===== src/rtl/divmod_pkg.sv =====
package divmod_pkg;
  typedef enum logic [1:0] {ST_IDLE, ST_RUN, ST_FIX} state_e;

  localparam logic [3:0] OP_DIV    = 4'h3;
  localparam logic [3:0] OP_MOD    = 4'h9;
  localparam logic [2:0] CLS_NARROW = 3'h4;
  localparam logic [2:0] CLS_WIDE   = 3'h7;

  typedef struct packed {
    logic legal;
    logic is_mod;
    logic is_signed;
    logic wide;
    logic use_reg;
  } dec_t;
endpackage


===== src/rtl/divmod_decode.sv =====
module divmod_decode
  import divmod_pkg::*;
(
  input  logic [7:0]  opcode_i,
  input  logic [15:0] offset_i,
  output dec_t        dec_o
);
  logic [3:0] op;
  logic [2:0] cls;
  logic       op_ok, cls_ok, off_ok;

  assign op  = opcode_i[7:4];
  assign cls = opcode_i[2:0];

  // 0xe/0xf are deliberately not accepted as signed variants
  assign op_ok  = (op == OP_DIV) || (op == OP_MOD);
  assign cls_ok = (cls == CLS_NARROW) || (cls == CLS_WIDE);
  assign off_ok = (offset_i[15:1] == '0);

  always_comb begin
    dec_o.legal     = op_ok && cls_ok && off_ok;
    dec_o.is_mod    = (op == OP_MOD);
    dec_o.is_signed = offset_i[0];
    dec_o.wide      = (cls == CLS_WIDE);
    dec_o.use_reg   = opcode_i[3];
  end
endmodule


===== src/rtl/divmod_prep.sv =====
module divmod_prep
  import divmod_pkg::*;
#(
  parameter int XLEN = 64
) (
  input  dec_t              dec_i,
  input  logic [XLEN-1:0]   dst_i,
  input  logic [XLEN-1:0]   src_i,
  input  logic [XLEN/2-1:0] imm_i,
  output logic [XLEN-1:0]   dvd_mag_o,
  output logic [XLEN-1:0]   dvs_mag_o,
  output logic              neg_quo_o,
  output logic              neg_rem_o,
  output logic              dvs_zero_o
);
  localparam int HALF = XLEN / 2;

  logic [XLEN-1:0] b_raw, a_ext, b_ext;
  logic            a_neg, b_neg;

  assign b_raw = dec_i.use_reg ? src_i : {{HALF{imm_i[HALF-1]}}, imm_i};

  // widen narrow operands so one sign/magnitude path serves both widths
  always_comb begin
    if (dec_i.wide) begin
      a_ext = dst_i;
      b_ext = b_raw;
    end else if (dec_i.is_signed) begin
      a_ext = {{HALF{dst_i[HALF-1]}}, dst_i[HALF-1:0]};
      b_ext = {{HALF{b_raw[HALF-1]}}, b_raw[HALF-1:0]};
    end else begin
      a_ext = {{HALF{1'b0}}, dst_i[HALF-1:0]};
      b_ext = {{HALF{1'b0}}, b_raw[HALF-1:0]};
    end
  end

  assign a_neg      = dec_i.is_signed & a_ext[XLEN-1];
  assign b_neg      = dec_i.is_signed & b_ext[XLEN-1];
  assign dvd_mag_o  = a_neg ? (~a_ext + 1'b1) : a_ext;
  assign dvs_mag_o  = b_neg ? (~b_ext + 1'b1) : b_ext;
  assign neg_quo_o  = a_neg ^ b_neg;
  assign neg_rem_o  = a_neg;
  assign dvs_zero_o = (b_ext == '0);
endmodule


===== src/rtl/divmod_core.sv =====
module divmod_core #(
  parameter int XLEN = 64
) (
  input  logic            clk_i,
  input  logic            rst_ni,
  input  logic            load_i,
  input  logic            wide_i,
  input  logic [XLEN-1:0] dvd_i,
  input  logic [XLEN-1:0] dvs_i,
  output logic            last_o,
  output logic [XLEN-1:0] quo_o,
  output logic [XLEN-1:0] rem_o
);
  localparam int HALF  = XLEN / 2;
  localparam int CNT_W = $clog2(XLEN + 1);

  logic [XLEN-1:0]  rem_q, dvd_q, dvs_q;
  logic [CNT_W-1:0] cnt_q;
  logic [XLEN:0]    shifted, trial;
  logic             fits;

  assign shifted = {rem_q, dvd_q[XLEN-1]};
  assign trial   = shifted - {1'b0, dvs_q};
  assign fits    = ~trial[XLEN];

  always_ff @(posedge clk_i or negedge rst_ni) begin
    if (!rst_ni) begin
      rem_q <= '0;
      dvd_q <= '0;
      dvs_q <= '0;
      cnt_q <= '0;
    end else if (load_i) begin
      rem_q <= '0;
      // narrow dividend is pre-aligned so only HALF steps are needed
      dvd_q <= wide_i ? dvd_i : (dvd_i << HALF);
      dvs_q <= dvs_i;
      cnt_q <= wide_i ? CNT_W'(XLEN) : CNT_W'(HALF);
    end else if (cnt_q != '0) begin
      rem_q <= fits ? trial[XLEN-1:0] : shifted[XLEN-1:0];
      dvd_q <= {dvd_q[XLEN-2:0], fits};
      cnt_q <= cnt_q - 1'b1;
    end
  end

  assign last_o = (cnt_q == CNT_W'(1));
  assign quo_o  = dvd_q;
  assign rem_o  = rem_q;
endmodule


===== src/rtl/divmod_fixup.sv =====
module divmod_fixup #(
  parameter int XLEN = 64
) (
  input  logic [XLEN-1:0] quo_i,
  input  logic [XLEN-1:0] rem_i,
  input  logic            is_mod_i,
  input  logic            neg_quo_i,
  input  logic            neg_rem_i,
  input  logic            dvs_zero_i,
  input  logic            wide_i,
  output logic [XLEN-1:0] res_o
);
  localparam int HALF = XLEN / 2;

  logic [XLEN-1:0] q_s, r_s, pick;

  always_comb begin
    q_s = neg_quo_i ? (~quo_i + 1'b1) : quo_i;
    if (dvs_zero_i) q_s = '0;
    r_s  = neg_rem_i ? (~rem_i + 1'b1) : rem_i;
    pick = is_mod_i ? r_s : q_s;
    res_o = wide_i ? pick : {{HALF{1'b0}}, pick[HALF-1:0]};
  end
endmodule


===== src/rtl/divmod_unit.sv =====
module divmod_unit
  import divmod_pkg::*;
#(
  parameter int XLEN = 64
) (
  input  logic              clk_i,
  input  logic              rst_ni,
  input  logic              start_i,
  input  logic [7:0]        opcode_i,
  input  logic [15:0]       offset_i,
  input  logic [XLEN-1:0]   dst_i,
  input  logic [XLEN-1:0]   src_i,
  input  logic [XLEN/2-1:0] imm_i,
  output logic              busy_o,
  output logic              done_o,
  output logic              illegal_o,
  output logic [XLEN-1:0]   result_o
);
  state_e          state_q;
  dec_t            dec;
  logic            accept, core_last;
  logic [XLEN-1:0] dvd_mag, dvs_mag, quo, rem, res;
  logic            neg_quo, neg_rem, dvs_zero;
  logic            is_mod_q, wide_q, neg_quo_q, neg_rem_q, dvs_zero_q;
  logic            done_q, ill_q;
  logic [XLEN-1:0] result_q;

  divmod_decode u_dec (
    .opcode_i (opcode_i),
    .offset_i (offset_i),
    .dec_o    (dec)
  );

  divmod_prep #(.XLEN(XLEN)) u_prep (
    .dec_i      (dec),
    .dst_i      (dst_i),
    .src_i      (src_i),
    .imm_i      (imm_i),
    .dvd_mag_o  (dvd_mag),
    .dvs_mag_o  (dvs_mag),
    .neg_quo_o  (neg_quo),
    .neg_rem_o  (neg_rem),
    .dvs_zero_o (dvs_zero)
  );

  assign accept = start_i && (state_q == ST_IDLE);

  divmod_core #(.XLEN(XLEN)) u_core (
    .clk_i  (clk_i),
    .rst_ni (rst_ni),
    .load_i (accept && dec.legal),
    .wide_i (dec.wide),
    .dvd_i  (dvd_mag),
    .dvs_i  (dvs_mag),
    .last_o (core_last),
    .quo_o  (quo),
    .rem_o  (rem)
  );

  divmod_fixup #(.XLEN(XLEN)) u_fix (
    .quo_i      (quo),
    .rem_i      (rem),
    .is_mod_i   (is_mod_q),
    .neg_quo_i  (neg_quo_q),
    .neg_rem_i  (neg_rem_q),
    .dvs_zero_i (dvs_zero_q),
    .wide_i     (wide_q),
    .res_o      (res)
  );

  always_ff @(posedge clk_i or negedge rst_ni) begin
    if (!rst_ni) begin
      state_q    <= ST_IDLE;
      is_mod_q   <= 1'b0;
      wide_q     <= 1'b0;
      neg_quo_q  <= 1'b0;
      neg_rem_q  <= 1'b0;
      dvs_zero_q <= 1'b0;
      done_q     <= 1'b0;
      ill_q      <= 1'b0;
      result_q   <= '0;
    end else begin
      done_q <= 1'b0;
      ill_q  <= 1'b0;
      unique case (state_q)
        ST_IDLE: begin
          if (accept && dec.legal) begin
            state_q    <= ST_RUN;
            is_mod_q   <= dec.is_mod;
            wide_q     <= dec.wide;
            neg_quo_q  <= neg_quo;
            neg_rem_q  <= neg_rem;
            dvs_zero_q <= dvs_zero;
          end else if (accept) begin
            ill_q <= 1'b1;
          end
        end
        ST_RUN: if (core_last) state_q <= ST_FIX;
        ST_FIX: begin
          result_q <= res;
          done_q   <= 1'b1;
          state_q  <= ST_IDLE;
        end
        default: state_q <= ST_IDLE;
      endcase
    end
  end

  assign busy_o    = (state_q != ST_IDLE);
  assign done_o    = done_q;
  assign illegal_o = ill_q;
  assign result_o  = result_q;
endmodule


===== config.mk =====
export PLATFORM = sky130hd
export DESIGN_NAME = divmod_unit
export DESIGN_NICKNAME = d
export VERILOG_FILES = /design/src/rtl/divmod_pkg.sv /design/src/rtl/divmod_decode.sv /design/src/rtl/divmod_prep.sv /design/src/rtl/divmod_core.sv /design/src/rtl/divmod_fixup.sv /design/src/rtl/divmod_unit.sv
export SDC_FILE = /design/constraint.sdc
export NUM_CORES = 1
export LEC_CHECK = 0
export BUFFER_PORTS_ARGS = -buffer_cell sky130_fd_sc_hd__buf_2
export CORE_MARGIN = 4
export CORE_UTILIZATION = 30
export CTS_CLUSTER_SIZE = 10
export DETAILED_ROUTE_END_ITERATION = 12
export PLACE_DENSITY_LB_ADDON = 0.2
export SYNTH_ARGS = -nofsm -noshare
export SYNTH_HDL_FRONTEND = slang
export SYNTH_SLANG_ARGS = --single-unit

===== constraint.sdc =====
create_clock -name clk_i -period 3.65 [get_ports clk_i]
set_clock_uncertainty 0.15 [all_clocks]
set_input_delay 0.1825 -clock clk_i [delete_from_list [all_inputs] [get_ports clk_i]]
set_output_delay 0.1825 -clock clk_i [all_outputs]
set_load 0.05 [all_outputs]

* Word-level counts from Yosys, hierarchy flattened
Index checks and enable logic that the tools add are counted.
** Storage, ports and cells
- Flip-flop bits (word level) :: 272
- Bits in latches :: 0
- Bits in writable memories :: 0
- Bits in read-only memories :: 0
- Input bits :: 187
- Output and inout bits :: 67
- Logic and storage cells :: 78
- Memories kept :: 0
** Operators by class
- Add/sub/neg operators :: 6
- $mul :: 0
- Divide/modulo/power cells :: 0
- $lt $le $gt $ge :: 0
- Equal/unequal tests :: 9
- Shift operators :: 0
- Multiplexer cells :: 28
- Bitwise operators :: 8
- Reduce and logical (&&, ||, !) cells :: 14
** Operators with widths (count)
- two-way mux 64 bit :: 18
- adder 64 x 1 -> 64 bit, second input constant :: 4
- inverter 64 bit :: 4
- subtractor 65 x 64 -> 65 bit :: 1
- zero test 64 bit :: 1
- two-way mux 7 bit :: 3
- zero test 15 bit :: 1
- == test 7 x 1 -> 1 bit, second input constant :: 1
- nonzero test 7 bit :: 1
- subtractor 7 x 1 -> 7 bit, second input constant :: 1
- == test 3 bit, second input constant :: 2
- == test 4 x 2 -> 1 bit, second input constant :: 1
- == test 4 bit, second input constant :: 1
- logical AND 1 bit :: 4
- two-way mux 1 bit :: 4
- two-way mux 2 bit :: 2
- case mux 2 bit (2 select lines) :: 1
- AND reduction 2 bit :: 2
- nonzero test 2 bit :: 2
- AND 1 bit :: 2
- == test 2 x 1 -> 1 bit, second input constant :: 1
- == test 2 bit, second input constant :: 1
- zero test 2 bit :: 1
- logical OR 1 bit :: 2
- other kinds (4) :: 4

* Depth between registers and ports, before layout
Gate-level depths: netlist of run 1.
- Word-level depth :: 7
- Gate-level depth with buffers :: 20
- Depth with buffers taken out :: 13

* Hierarchy
A second synthesis of run 1 with hierarchy kept.
** Second synthesis, totals
- Cells, all modules :: 3180
- Area total of the unflattened synthesis :: 25000.2 um^2
** By module, submodules not included
- divmod_core :: times used 1, cells an instance 1614, area an instance 13196.4 um^2, sequential area each 4979.8 um^2
- divmod_prep :: times used 1, cells an instance 763, area an instance 4633.2 um^2, sequential area each 0.0 um^2
- divmod_fixup :: times used 1, cells an instance 631, area an instance 4072.7 um^2, sequential area each 0.0 um^2
- divmod_unit :: times used 1, cells an instance 159, area an instance 2967.8 um^2, sequential area each 1826.8 um^2
- divmod_decode :: times used 1, cells an instance 13, area an instance 130.1 um^2, sequential area each 0.0 um^2

* Worst setup path after synthesis of run 1
OpenSTA, ideal clock, no wires.
- Path kind :: input to register
- Start :: input opcode_i[3]
- End :: register u_core.dvs_q[62]
- Library setup time :: 0.083 ns
- Arrival time :: 4.804 ns
- Data required time :: 3.417 ns
- Slack :: -1.387 ns
- Cell stages on the path :: 20
- Buffers on the path :: 9
- Cells stage by stage :: buf_2 -> buf_2 -> buf_2 -> buf_2 -> clkbuf_1 -> buf_2 -> clkbuf_1 -> buf_1 -> clkbuf_1 -> mux2i_1 -> ha_1 -> o221ai_1 -> nor4_1 -> nand4_1 -> nor4_1 -> nand3_1 -> nor2_1 -> a21oi_1 -> xor2_1 -> o21ai_0
** On the way
- Word-level cells in the longest chain between the ends :: 6
- Elaborated cells between the ends (all ways) :: 7
- Classes of those cells :: add/sub (1); mux (4); bitwise (2)
** RTL lines
- start, declared :: line divmod_unit.sv:9 : input logic [7:0] opcode_i,
- two-way mux 64 bit (*) :: line divmod_prep.sv:21 : assign b_raw = dec_i.use_reg ? src_i : {{HALF{imm_i[HALF-1]}}, imm_i};
- two-way mux 64 bit :: line divmod_prep.sv:28 : end else if (dec_i.is_signed) begin
- two-way mux 64 bit (*) :: line divmod_prep.sv:25 : if (dec_i.wide) begin
- inverter 64 bit :: line divmod_prep.sv:40 : assign dvs_mag_o = b_neg ? (~b_ext + 1'b1) : b_ext;
- adder 64 x 1 -> 64 bit :: line divmod_prep.sv:40
- two-way mux 64 bit (*) :: line divmod_prep.sv:40
- end signal, assigned :: line divmod_core.sv:36 : dvs_q <= dvs_i;
- end, declared :: line divmod_core.sv:17 : logic [XLEN-1:0] rem_q, dvd_q, dvs_q;
Every way passes the cells marked *; elsewhere a longest branch is shown, timed or not.
A chain may end at the register's enable or synchronous reset.

* Final worst setup path of run 1
- Start :: register u_core.dvd_q[13], in the netlist u_core.quo_o[13]
- End :: register result_q[58], in the netlist result_o[58]
** On the way
- Word-level cells in the longest chain between the ends :: 6
** RTL lines
- start, declared :: line divmod_core.sv:17
- start signal, assigned :: line divmod_core.sv:35 : dvd_q <= wide_i ? dvd_i : (dvd_i << HALF);
- start signal, assigned :: line divmod_core.sv:40 : dvd_q <= {dvd_q[XLEN-2:0], fits};
- inverter 64 bit :: line divmod_fixup.sv:18 : q_s = neg_quo_i ? (~quo_i + 1'b1) : quo_i;
- adder 64 x 1 -> 64 bit :: line divmod_fixup.sv:18
- two-way mux 64 bit :: line divmod_fixup.sv:18
- two-way mux 64 bit :: line divmod_fixup.sv:19 : if (dvs_zero_i) q_s = '0;
- two-way mux 64 bit :: line divmod_fixup.sv:21 : pick = is_mod_i ? r_s : q_s;
- two-way mux 64 bit :: line divmod_fixup.sv:22 : res_o = wide_i ? pick : {{HALF{1'b0}}, pick[HALF-1:0]};
- end signal, assigned :: line divmod_unit.sv:100 : result_q <= res;
- end, declared :: line divmod_unit.sv:26 : logic [XLEN-1:0] result_q;
No other way between the ends.

==> metrics.md, run 1 <==
| Metric | Value |
|---|---|
| Layout area overhead | `31.13%` |
| Met2 GRT Util | `0.3127` |
| Power, Total | `7.247 mW` |
| Total iterations of the first detailed-routing run | `6` |
| Vias in the first global route | `22950` |
| Crit path kind | `register to register` |
| Tcrit/Tclk final | `1.022` |
| Top-area cell type share of the netlist area | `0.2981` |
| Worst-Skew Late Latency | `0.55 ns` |
| Initial antenna violation count | `1` |
| Largest area contributor in the netlist | `dfrtp_1` |
| Core area | `74950 um2` |
| Synth Area in Compound Gates | `0.2530` |
| Yosys reg bits | `272` |
| Die Width | `283.9 um` |
| Hold Vio Cnt, Final | `1` |
| M1 GR Usage | `0.3289` |
| CP max FO | `6` |
| Leak | `12.18 nW` |
| GR met3 Demand/Resource | `0.02884` |
| Smallest hold slack | `-0.001102 ns` |
| Die height | `283.9 um` |
| Failing checks | `negative hold slack, negative setup slack` |
| Final worst setup slack | `-0.07958 ns` |
| Synth cell types | `81` |
| Pre-CTS setup slack | `-0.2022 ns` |
| CTS H-tree depth | `2` |
| Post-synth ARST share | `1.000` |
| Main synth FF type | `dfrtp_1` |
| Post-Route WL | `89870 um` |
| Post-route cell area | `29940 um2` |
| Detail Route Antenna Nets | `0` |
| Total CTS buffers | `36` |
| VDD IR-drop max | `233.2 uV` |
| Setup crit start kind | `register` |
| Share of layout cells above drive strength 1 | `0.2231` |
| Fillers | `7781` |
| Clock sinks | `272` |
| Setup Viol. Count Final | `6` |
| Root Buffer | `clkbuf_16` |
| CTS tree | `yes` |
| Reg2reg setup slack | `-0.08 ns` |
| Nets | `3764` |
| Number of synthesized flops with an enable pin | `0` |
| Synth Area in Adders | `0.03924` |
| Via-per-instance ratio | `5.315` |
| Clock transition at path regs | `0.06 ns` |
| CP endpoint kind | `register` |
| Wirelength per Cell | `20.00 um` |
| Rel. slew slack | `0.4639` |
| Worst-margin pin slew | `0.8019 ns` |
| I/O Buffers | `253` |
| Post-synthesis cell area | `22830 um2` |
| Post-synthesis xor/xnor area fraction | `0.1143` |
| Row count | `100` |
| CP Data Required Time | `3.97 ns` |
| CP arrival | `4.05 ns` |
| Max Freq | `268.1 MHz` |
| Leading cell types by total area after synthesis | `dfrtp_1, xnor2_1, o21ai_0` |
| PD cells | `242.0 nW/um2` |
| Die Area | `80590 um2` |
| Max Slew Vio Count | `0` |
| Total GRT Usage | `0.2129` |
| First-pass GRT wire length | `137300 um` |
| Initial Util | `0.3046` |
| Grt ovf | `0` |
| Syn Area/Cell | `7.700 um2` |
| Main combinational cell family by area after synthesis | `compound AO/OA/AOI/OAI gates` |
| RePlAce Congestion | `0.9220` |
| DRC violations left | `0` |
| HPWL after detailed placement | `69820 um` |
| Area after DPL | `27330 um2` |
| YS warnings | `0` |
| Largest net degree at the start of global routing | `115` |
| Tmin final | `3.730 ns` |
| Sequential fraction of the synthesis area | `0.2981` |
| DR vias | `23880` |
| RSZ-0062 raised after global routing | `yes` |
| Cells after synthesis | `2965` |
| Synth Area in Simple Gates | `0.2153` |
| Syn Nets | `3223` |
| Mux share of post-synthesis cell area | `0.03233` |
| Worst hold path class | `input pin to asynchronous set/reset pin` |
| GRT busiest layer | `met1` |
| Boundary Pins | `254` |
| Clock Path Buffers | `3` |
| Status | `complete, but fails checks` |
| Initial DRC Count | `2174` |
| MaxCap Viol Count | `0` |
-- critical path, cell delays in order (launching register included) --
cell and delay (ns):
dfrtp_1 0.37, or4_4 0.54, or4b_4 0.50, or4_4 0.54, or3_4 0.36, or4_4 0.49
nand2b_4 0.19, o21ai_2 0.16, xnor2_1 0.13, a22oi_1 0.08, o21ai_1 0.14
-- cell usage in the layout, fill, tap and decap left out, drive strengths merged, types with 27 or more instances in the layout --
cell type / instances
ha: 70
dfrtp: 272
a22oi: 27
xnor2: 188
a21o: 32
mux2i: 70
xor2: 110
or3: 48
a31oi: 42
or4: 40
nor2: 229
nand3: 45
o21ai: 325
clkbuf: 51
nor3: 75
a221oi: 34
o31ai: 55
nor4: 32
nand2: 408
o41ai: 29
a21oi: 223
buf: 592
nand2b: 36
dlygate4sd3: 91
inv: 101
-- per-stage QoR --
step / util / hold WS [ns] / cells / setup TNS [ns]
6_report: 0.3995 / -0.001102 / 4493 / -0.3054
5_1_grt: 0.3994 / 0.03457 / 4492 / -1.591
4_1_cts: 0.3924 / 0.001880 / 4479 / -0.4321
3_5_place_dp: 0.3647 / -0.002621 / 4331 / -2.226
3_3_place_gp: 0.3647 / -0.01252 / 4331 / -1.344
2_1_floorplan: - / -0.2631 / 2965 / -0.1627
-- final timing paths --
kind,start,to,depth (start not counted)
setup / recovery,u_core.quo_o[13],result_o[58],10
hold / removal,rst_ni,result_o[21],2
setup reg to reg,u_core.quo_o[13],result_o[58],10
hold reg to reg,u_core.dvs_q[54],u_core.dvs_q[54],2
max in group asynchronous,rst_ni,neg_rem_q,3
min in group clk_i,imm_i[14],u_core.dvs_q[14],4
-- metal layers --
metal / share of wire / wire length [um]
met1: 0.50 / 44820
met2: 0.42 / 37370
met3: 0.064 / 5762
met4: 0.021 / 1908
met5: 0 / 0
-- timing repair --
item	4_1_cts	5_1_grt
hold buffers	91	0
setup buffers	2	11
gates cloned	0	2
gates resized for setup	25	77
endpoints found under the setup margin	53	93
hold endpoints to repair	244	0
pin swaps	8	30
-- layout make-up --
| type | instances | area, um2 | area share |
|---|---|---|---|
| clock inverter | 6 | 37.54 | 0.001254 |
| antenna | 1 | 2.502 | 0.00008358 |
| multi-input combinational | 2410 | 15530 | 0.5187 |
| clock buffer | 49 | 1011 | 0.03377 |
| timing repair buffer | 685 | 4950 | 0.1653 |
| tap | 969 | 1212 | 0.04050 |
| sequential | 272 | 6818 | 0.2277 |
| inverter | 101 | 379.1 | 0.01266 |
-- registers in the layout, summed over array words and instances (netlist names) --
name	flops
u_core.rem_o	64
u_core.cnt_q	7
is_mod_q	1
neg_quo_q	1
u_core.dvs_q	64
done_o	1
u_core.quo_o	64
dvs_zero_q	1
illegal_o	1
state_q	2
wide_q	1
result_o	64
neg_rem_q	1
-- logic make-up after synthesis --
kind of cell	after synthesis
DFF	272
AOI/OAI and AO/OA	930
xor gates and xnor gates	298
and+or+nand+nor	1038
buffers and inverters	283
adders and majority gates	71
muxes	73
-- synthesized netlist by cell type, types with 32 or more instances --
| cell | number |
|---|---|
| dfrtp_1 | 272 |
| clkbuf_1 | 151 |
| nand2b_1 | 35 |
| nand3_1 | 45 |
| a21o_1 | 32 |
| or4_1 | 33 |
| nor3_1 | 75 |
| nor2_1 | 229 |
| a31oi_1 | 42 |
| a21oi_1 | 223 |
| o21ai_0 | 312 |
| inv_1 | 101 |
| or3_1 | 47 |
| mux2i_1 | 69 |
| o31ai_1 | 52 |
| xor2_1 | 110 |
| a221oi_1 | 34 |
| nand2_1 | 408 |
| ha_1 | 70 |
| xnor2_1 | 188 |
-- power breakdown --
group	leakage [nW]	switching, mW	internal [mW]
sequential	3.34	0	3.02
combinational	8.33	0.552	0.395
clock	0.506	1.37	1.92
total	12.2	1.92	5.33
Power figures use the tool's default switching activity.
==> run 2, diff against run 1 <==
Clock period 3.65 ns to 3.96 ns, I/O delays scaled along.
==> run 2 against run 1 <==
  * The flow now finishes without violations
  * Non-clock buffer count down 172
  * Maximum frequency shrank 3.2%
  * Power fell by 4.8%
  * Critical path depth fell by 1
  * Clock power barely moved
  * Global-route usage is 0.30 points lower
  * Hold slack improved by 0.025 ns
  * Register-to-register slack improved by 0.19 ns
  * Wire length is 1.7% lower
  * First-iteration DRC count is 13% lower
  * Count of clock-buffer cells in the layout is 7 higher
  * Critical endpoint is now result_o[56]
==> metrics.md, run 2 (synthesized netlist as in run 1, its figures left out) <==
| Metric | Value |
|---|---|
| Initial DRC Count | `1895 (-13%)` |
| Root Buffer | `clkbuf_16` |
| Grt ovf | `0 (unchanged)` |
| Setup crit start kind | `register` |
| Commonest non-fill, non-tap cell in the layout | `nand2_1` |
| Row count | `100 (unchanged)` |
| CP Data Required Time | `4.22 ns (+0.25 ns)` |
| CP arrival | `4.11 ns (+0.06 ns)` |
| MaxCap Viol Count | `0 (unchanged)` |
| Initial antenna violation count | `2 (+1)` |
| HPWL after detailed placement | `68240 um (-2.3%)` |
| Largest net degree at the start of global routing | `94 (-18%)` |
| Detail Route Antenna Nets | `0 (unchanged)` |
| RePlAce Congestion | `0.8858 (-3.9%)` |
| Max Slew Vio Count | `0 (unchanged)` |
| CTS tree | `yes` |
| Worst-Skew Late Latency | `0.56 ns (about the same)` |
| CP endpoint kind | `register` |
| Post-layout util | `0.3778 (-0.02169)` |
| Status | `complete, no violations` |
| Setup Viol. Count Final | `0 (-6)` |
| Total CTS buffers | `37 (+2.8%)` |
| CTS H-tree depth | `2 (unchanged)` |
| Worst hold path class | `input pin to register` |
| Smallest hold slack | `0.02419 ns (+0.02529 ns)` |
| Family with the most delay on the worst path | `simple AND/OR/NAND/NOR gates` |
| Wirelength per Cell | `20.41 um (+2.0%)` |
| Fillers | `7905 (+1.6%)` |
| Commonest non-fill, non-tap cells in the layout | `nand2_1, o21ai_0, dfrtp_1` |
| Boundary Pins | `254 (unchanged)` |
| Die Width | `283.9 um (unchanged)` |
| CP Cell Sequence | `or4_4 > or4_4 > or4_4 > or3_4 > or4_4 > nand2b_4 > o31ai_2 > xor2_1 > o21ai_1` |
| Worst Path Buf+Inv | `0 (unchanged)` |
| Leak | `11.33 nW (-7.0%)` |
| CP max FO | `6 (unchanged)` |
| Clock sinks | `272 (unchanged)` |
| PD cells | `243.7 nW/um2 (+0.70%)` |
| Tcrit/Tclk final | `0.9733 (-0.04848)` |
| Worst path most repeated cell | `or4_4` |
| Crit path kind | `register to register` |
| Slowest cell on the critical path | `or4_4` |
| Vias in the first global route | `22450 (-2.2%)` |
| Nets | `3593 (-4.5%)` |
| VDD IR-drop max | `208.0 uV (-11%)` |
| I/O Buffers | `253 (unchanged)` |
| Post-Route WL | `88320 um (-1.7%)` |
| Core area | `74950 um2 (unchanged)` |
| DRC violations left | `0 (unchanged)` |
| Die height | `283.9 um (unchanged)` |
| Clock transition at path regs | `0.06 ns (about the same)` |
| Rel. slew slack | `0.2668 (-0.1971)` |
| Max Freq | `259.4 MHz (-3.2%)` |
| Layout area overhead | `24.01%` |
| Hold Vio Cnt, Final | `0 (-1)` |
| Peak per-stage delay on the critical path | `0.57 ns (+0.03 ns)` |
| First-pass GRT wire length | `135700 um (-1.1%)` |
| Clock Path Buffers | `3 (unchanged)` |
| Total iterations of the first detailed-routing run | `7 (+1)` |
| Total GRT Usage | `0.2099 (-0.003041)` |
| Via-per-instance ratio | `5.410 (+1.8%)` |
| Initial Util | `0.3046 (unchanged)` |
| Share of layout cells above drive strength 1 | `0.1670 (-0.05609)` |
| Worst-margin pin slew | `1.100 ns (+0.2979 ns)` |
| Tmin final | `3.854 ns (+0.1248 ns)` |
| DR vias | `23420 (-1.9%)` |
| Die Area | `80590 um2 (unchanged)` |
| Ant diodes | `0 (-1)` |
==> run 2: cell count changes in the layout (fill, tap and decap cells not counted), sizes merged <==
cell         previous run  this run
clkbuf                 51        57
diode                   1         0
clkinvlp                3         2
inv                   101       102
buf                   592       417
dlygate4sd3            91        95
clkinv                  3         4
==> run 2: timing repair <==
action	CTS	global route
gates resized for setup	1	26
endpoints found under the hold margin	132	0
gates cloned	0	1
buffers inserted	0	10
pin swaps	0	11
hold buffers	95	0
setup endpoints to repair	1	46
==> run 2: final timing paths <==
path,slack [ns],to,from,depth (start not counted)
min in group asynchronous,0.10,result_o[3],rst_ni,2
worst max-delay path,0.11,result_o[56],u_core.quo_o[2],9
worst min register to register,0.32,u_core.dvs_q[50],u_core.dvs_q[50],2
max in group asynchronous,2.55,state_q[0],rst_ni,3
worst max register to register,0.11,result_o[56],u_core.quo_o[2],9
worst min-delay path,0.02,u_core.quo_o[6],dst_i[6],3
==> run 2: power breakdown <==
group,total [mW],internal (mW),switching (mW)
Sequential,2.78,2.78,0
Clock,3.28,1.96,1.32
Combinational,0.838,0.340,0.498
==> run 2: area by class of cell <==
cell class                      instances  area, um2  share of cell area
Multi-Input combinational cell       2410      15150              0.5352
Sequential cell                       272       6809              0.2405
Timing Repair Buffer                  513       3586              0.1267
Tap cell                              969       1212             0.04282
Clock buffer                           56       1130             0.03990
Inverter                              101      379.1             0.01339
Clock inverter                          7      43.79            0.001547
==> run 2: layer usage <==
metal | part of all wire | GRT usage | vias to the layer above | wire length, um
li1 | - | - | 11450 | -
met1 | 0.50 | 0.3195 | 11130 | 43840
met2 | 0.42 | 0.3146 | 747 | 37520
met3 | 0.059 | 0.02843 | 93 | 5194
met4 | 0.020 | 0.04500 | 0 | 1762
met5 | 0 | 0 | - | 0
==> run 2: stage by stage <==
step | instances | area, um2 | power [mW] | setup TNS (ns) | setup slack (ns)
detailed placement | 4159 | 25950 | 3.579 | -0.06097 | -0.06097
finish | 4328 | 28310 | 6.901 | 0 | 0.1056
CTS | 4317 | 28080 | 6.979 | 0 | 0.005072
floorplan | 2965 | 22890 | 3.202 | 0 | 0.01107
global route | 4328 | 28310 | 7.170 | -0.2446 | -0.04601
global placement | 4159 | 25950 | 3.582 | -0.05909 | -0.05909
==> run 2: tightest hold or removal path: stages <==
cell and delay, ns:
buf_2 0.11, xnor2_1 0.17, o22ai_1 0.19
==> run 3, diff against run 2 <==
Settings changed: CELL_PAD_IN_SITES_DETAIL_PLACEMENT set to 1, CELL_PAD_IN_SITES_GLOBAL_PLACEMENT set to 2.
==> run 3 against run 2 <==
  * Global-route usage increased by 2.0 points
  * Sequential power about the same
  * Non-clock buffer count increased by 24
  * The flow now finishes with violations (negative setup slack)
  * Worst setup slack got worse by 0.11 ns
  * Largest power group unchanged
  * First-iteration DRC count decreased by 21%
  * Cell count increased by 0.32%
  * Via count increased by 1.8%
  * Count of clock-buffer cells in the layout decreased by 7
  * Flip-flop and latch count unchanged
  * Die area unchanged
  * Combinational power about the same
==> metrics.md, run 3 (synthesized netlist as in run 1, its figures left out) <==
| Metric | Value |
|---|---|
| CP max FO | `6 (unchanged)` |
| Die Area | `80590 um2 (unchanged)` |
| Worst r2r dst | `result_o[58]` |
| DRC violations left | `0 (unchanged)` |
| Worst path most repeated cell | `or4_4` |
| MaxCap Viol Count | `0 (unchanged)` |
| Family with the most delay on the worst path | `simple AND/OR/NAND/NOR gates` |
| HP Start | `dst_i[47]` |
| Grt ovf | `0 (unchanged)` |
| Total iterations of the first detailed-routing run | `5 (-2)` |
| CP arrival | `4.23 ns (+0.12 ns)` |
| Initial antenna violation count | `3 (+1)` |
| CP Data Required Time | `4.23 ns (about the same)` |
| Initial DRC Count | `1492 (-21%)` |
| RePlAce Congestion | `0.8882 (+0.27%)` |
| Status | `complete, but fails checks` |
| Max Slew Vio Count | `0 (unchanged)` |
| RSZ-0062 raised after global routing | `yes` |
| Boundary Pins | `254 (unchanged)` |
| Clock transition at path regs | `0.06 ns (about the same)` |
| Layout area overhead | `24.39%` |
| Peak per-stage delay on the critical path | `0.59 ns (+0.02 ns)` |
| Smallest hold slack | `0.01999 ns (-0.004198 ns)` |
| Worst Path Buf+Inv | `0 (unchanged)` |
| Core area | `74950 um2 (unchanged)` |
| Rel. slew slack | `0.3555 (+0.08876)` |
| Area of the multi-input gates | `15160 um2 (about the same)` |
| Final std cells w/o fill | `4342 (+0.32%)` |
| Commonest non-fill, non-tap cells in the layout | `nand2_1, o21ai_0, dfrtp_1` |
| CP endpoint kind | `register` |
| Hold EP | `u_core.quo_o[49]` |
| Crit path kind | `register to register` |
| Largest net degree at the start of global routing | `106 (+13%)` |
| Placed Cells | `4204 (+1.1%)` |
| WHS Path Cells | `4 (+1)` |
| Via-per-instance ratio | `5.489 (+1.5%)` |
| Setup Viol. Count Final | `1 (+1)` |
| Total GRT Usage | `0.2303 (+0.02042)` |
| CTS tree | `yes` |
| PD cells | `235.4 nW/um2 (-3.4%)` |
| Commonest non-fill, non-tap cell in the layout | `nand2_1` |
| Tmin final | `3.967 ns (+0.1129 ns)` |
| Failing checks | `negative setup slack` |
| First-pass GRT wire length | `148600 um (+9.5%)` |
| HPWL after detailed placement | `75760 um (+11%)` |
| Leak | `11.46 nW (+1.2%)` |
| Fillers | `9096 (+15%)` |
| CTS H-tree depth | `2 (unchanged)` |
| Hold Vio Cnt, Final | `0 (unchanged)` |
| Root Buffer | `clkbuf_16` |
| Clock Path Buffers | `3 (unchanged)` |
| Worst-Skew Late Latency | `0.55 ns (about the same)` |
| Row count | `100 (unchanged)` |
| VDD IR-drop max | `197.9 uV (-4.9%)` |
| Total CTS buffers | `35 (-5.4%)` |
| TNS Setup | `-0.007276 ns (-0.007276 ns)` |
| Worst r2r src | `u_core.quo_o[2]` |
| I/O Buffers | `253 (unchanged)` |
| Share of layout cells above drive strength 1 | `0.1758 (+0.008794)` |
| Ant diodes | `0 (unchanged)` |
| Wirelength per Cell | `22.41 um (+9.8%)` |
| Nets | `3615 (+0.61%)` |
| Detail Route Antenna Nets | `0 (unchanged)` |
| Post-Route WL | `97290 um (+10%)` |
| Reg area | `6809 um2 (unchanged)` |
| Reg2reg setup slack | `-0.007 ns (-0.11 ns)` |
| Die Width | `283.9 um (unchanged)` |
| Initial Util | `0.3046 (unchanged)` |
| Worst Reg2Reg Path Length in Cells | `10 (+1)` |
| Pre-CTS setup slack | `-0.1739 ns (-0.1129 ns)` |
| Max Freq | `252.1 MHz (-2.8%)` |
| Slowest cell on the critical path | `or4_4` |
| Tcrit/Tclk final | `1.002 (+0.02852)` |
| Vias in the first global route | `25110 (+12%)` |
| Clock sinks | `272 (unchanged)` |
| Final worst setup slack | `-0.007276 ns (-0.1129 ns)` |
| DR vias | `23830 (+1.8%)` |
| Die height | `283.9 um (unchanged)` |
| Setup crit start kind | `register` |
| Worst hold path class | `input pin to register` |
| CP Cell Sequence | `or4_4 > or4_4 > or4_4 > or3_4 > or4_4 > nand2b_4 > o21ai_4 > xnor2_2 > a22oi_1 > o21ai_1` |
| Worst-margin pin slew | `0.9667 ns (-0.1331 ns)` |
[run 3: what timing repair did]
action	CTS	global route
hold endpoints to repair	153	0
endpoints found under the setup margin	1	65
pin swaps	0	10
gates cloned	0	3
hold buffers	74	0
setup buffers	0	8
gates resized for setup	3	26
[run 3: through the flow]
step / power, mW / cell area [um2] / util
final: 6.685 / 28400 / 0.3789
after global routing: 6.938 / 28400 / 0.3789
after CTS: 6.773 / 28140 / 0.3754
after detailed placement: 3.608 / 26350 / 0.3516
after global placement: 3.598 / 26350 / 0.3516
after floorplan: 3.202 / 22890 / -
[run 3: per-layer routing]
metal,wire length (um),up-vias,part of all wire,GRT usage
met5,0,-,0,0
met4,3481,0,0.036,0.07814
li1,-,11460,-,-
met1,46380,11710,0.48,0.3197
met3,3431,134,0.035,0.02064
met2,43990,530,0.45,0.3771
[run 3: how the worst max path moves through the flow]
stage,endpoint,slack [ns],cells after the start,from
floorplan,u_core.rem_o[34],0.01,14,u_core.rem_o[44]
global placement,u_core.rem_o[61],-0.14,15,u_core.quo_o[63]
detailed placement,u_core.rem_o[61],-0.17,15,u_core.quo_o[63]
CTS,result_o[56],0.006,9,u_core.quo_o[11]
global route,result_o[58],-0.09,9,u_core.rem_o[22]
finish,result_o[58],-0.007,10,u_core.quo_o[2]
[run 3: report_power, final]
group | switching [mW] | internal, mW | total [mW]
logic | 0.513 | 0.327 | 0.840
registers | 0 | 2.78 | 2.78
clock network | 1.28 | 1.78 | 3.06
total | 1.79 | 4.89 | 6.69
[run 3: final cells by class]
| type | instances | share of cell area |
|---|---|---|
| clock buffer | 49 | 0.03480 |
| clock inverter | 4 | 0.001718 |
| inverter | 101 | 0.01335 |
| multi-input combinational | 2410 | 0.5339 |
| sequential | 272 | 0.2398 |
| tap | 969 | 0.04269 |
| timing repair buffer | 537 | 0.1338 |
[run 3: worst min-delay path, stage by stage]
cell and delay, ns:
buf_2 0.12, o31ai_1 0.10, xor2_1 0.16, a21oi_1 0.09
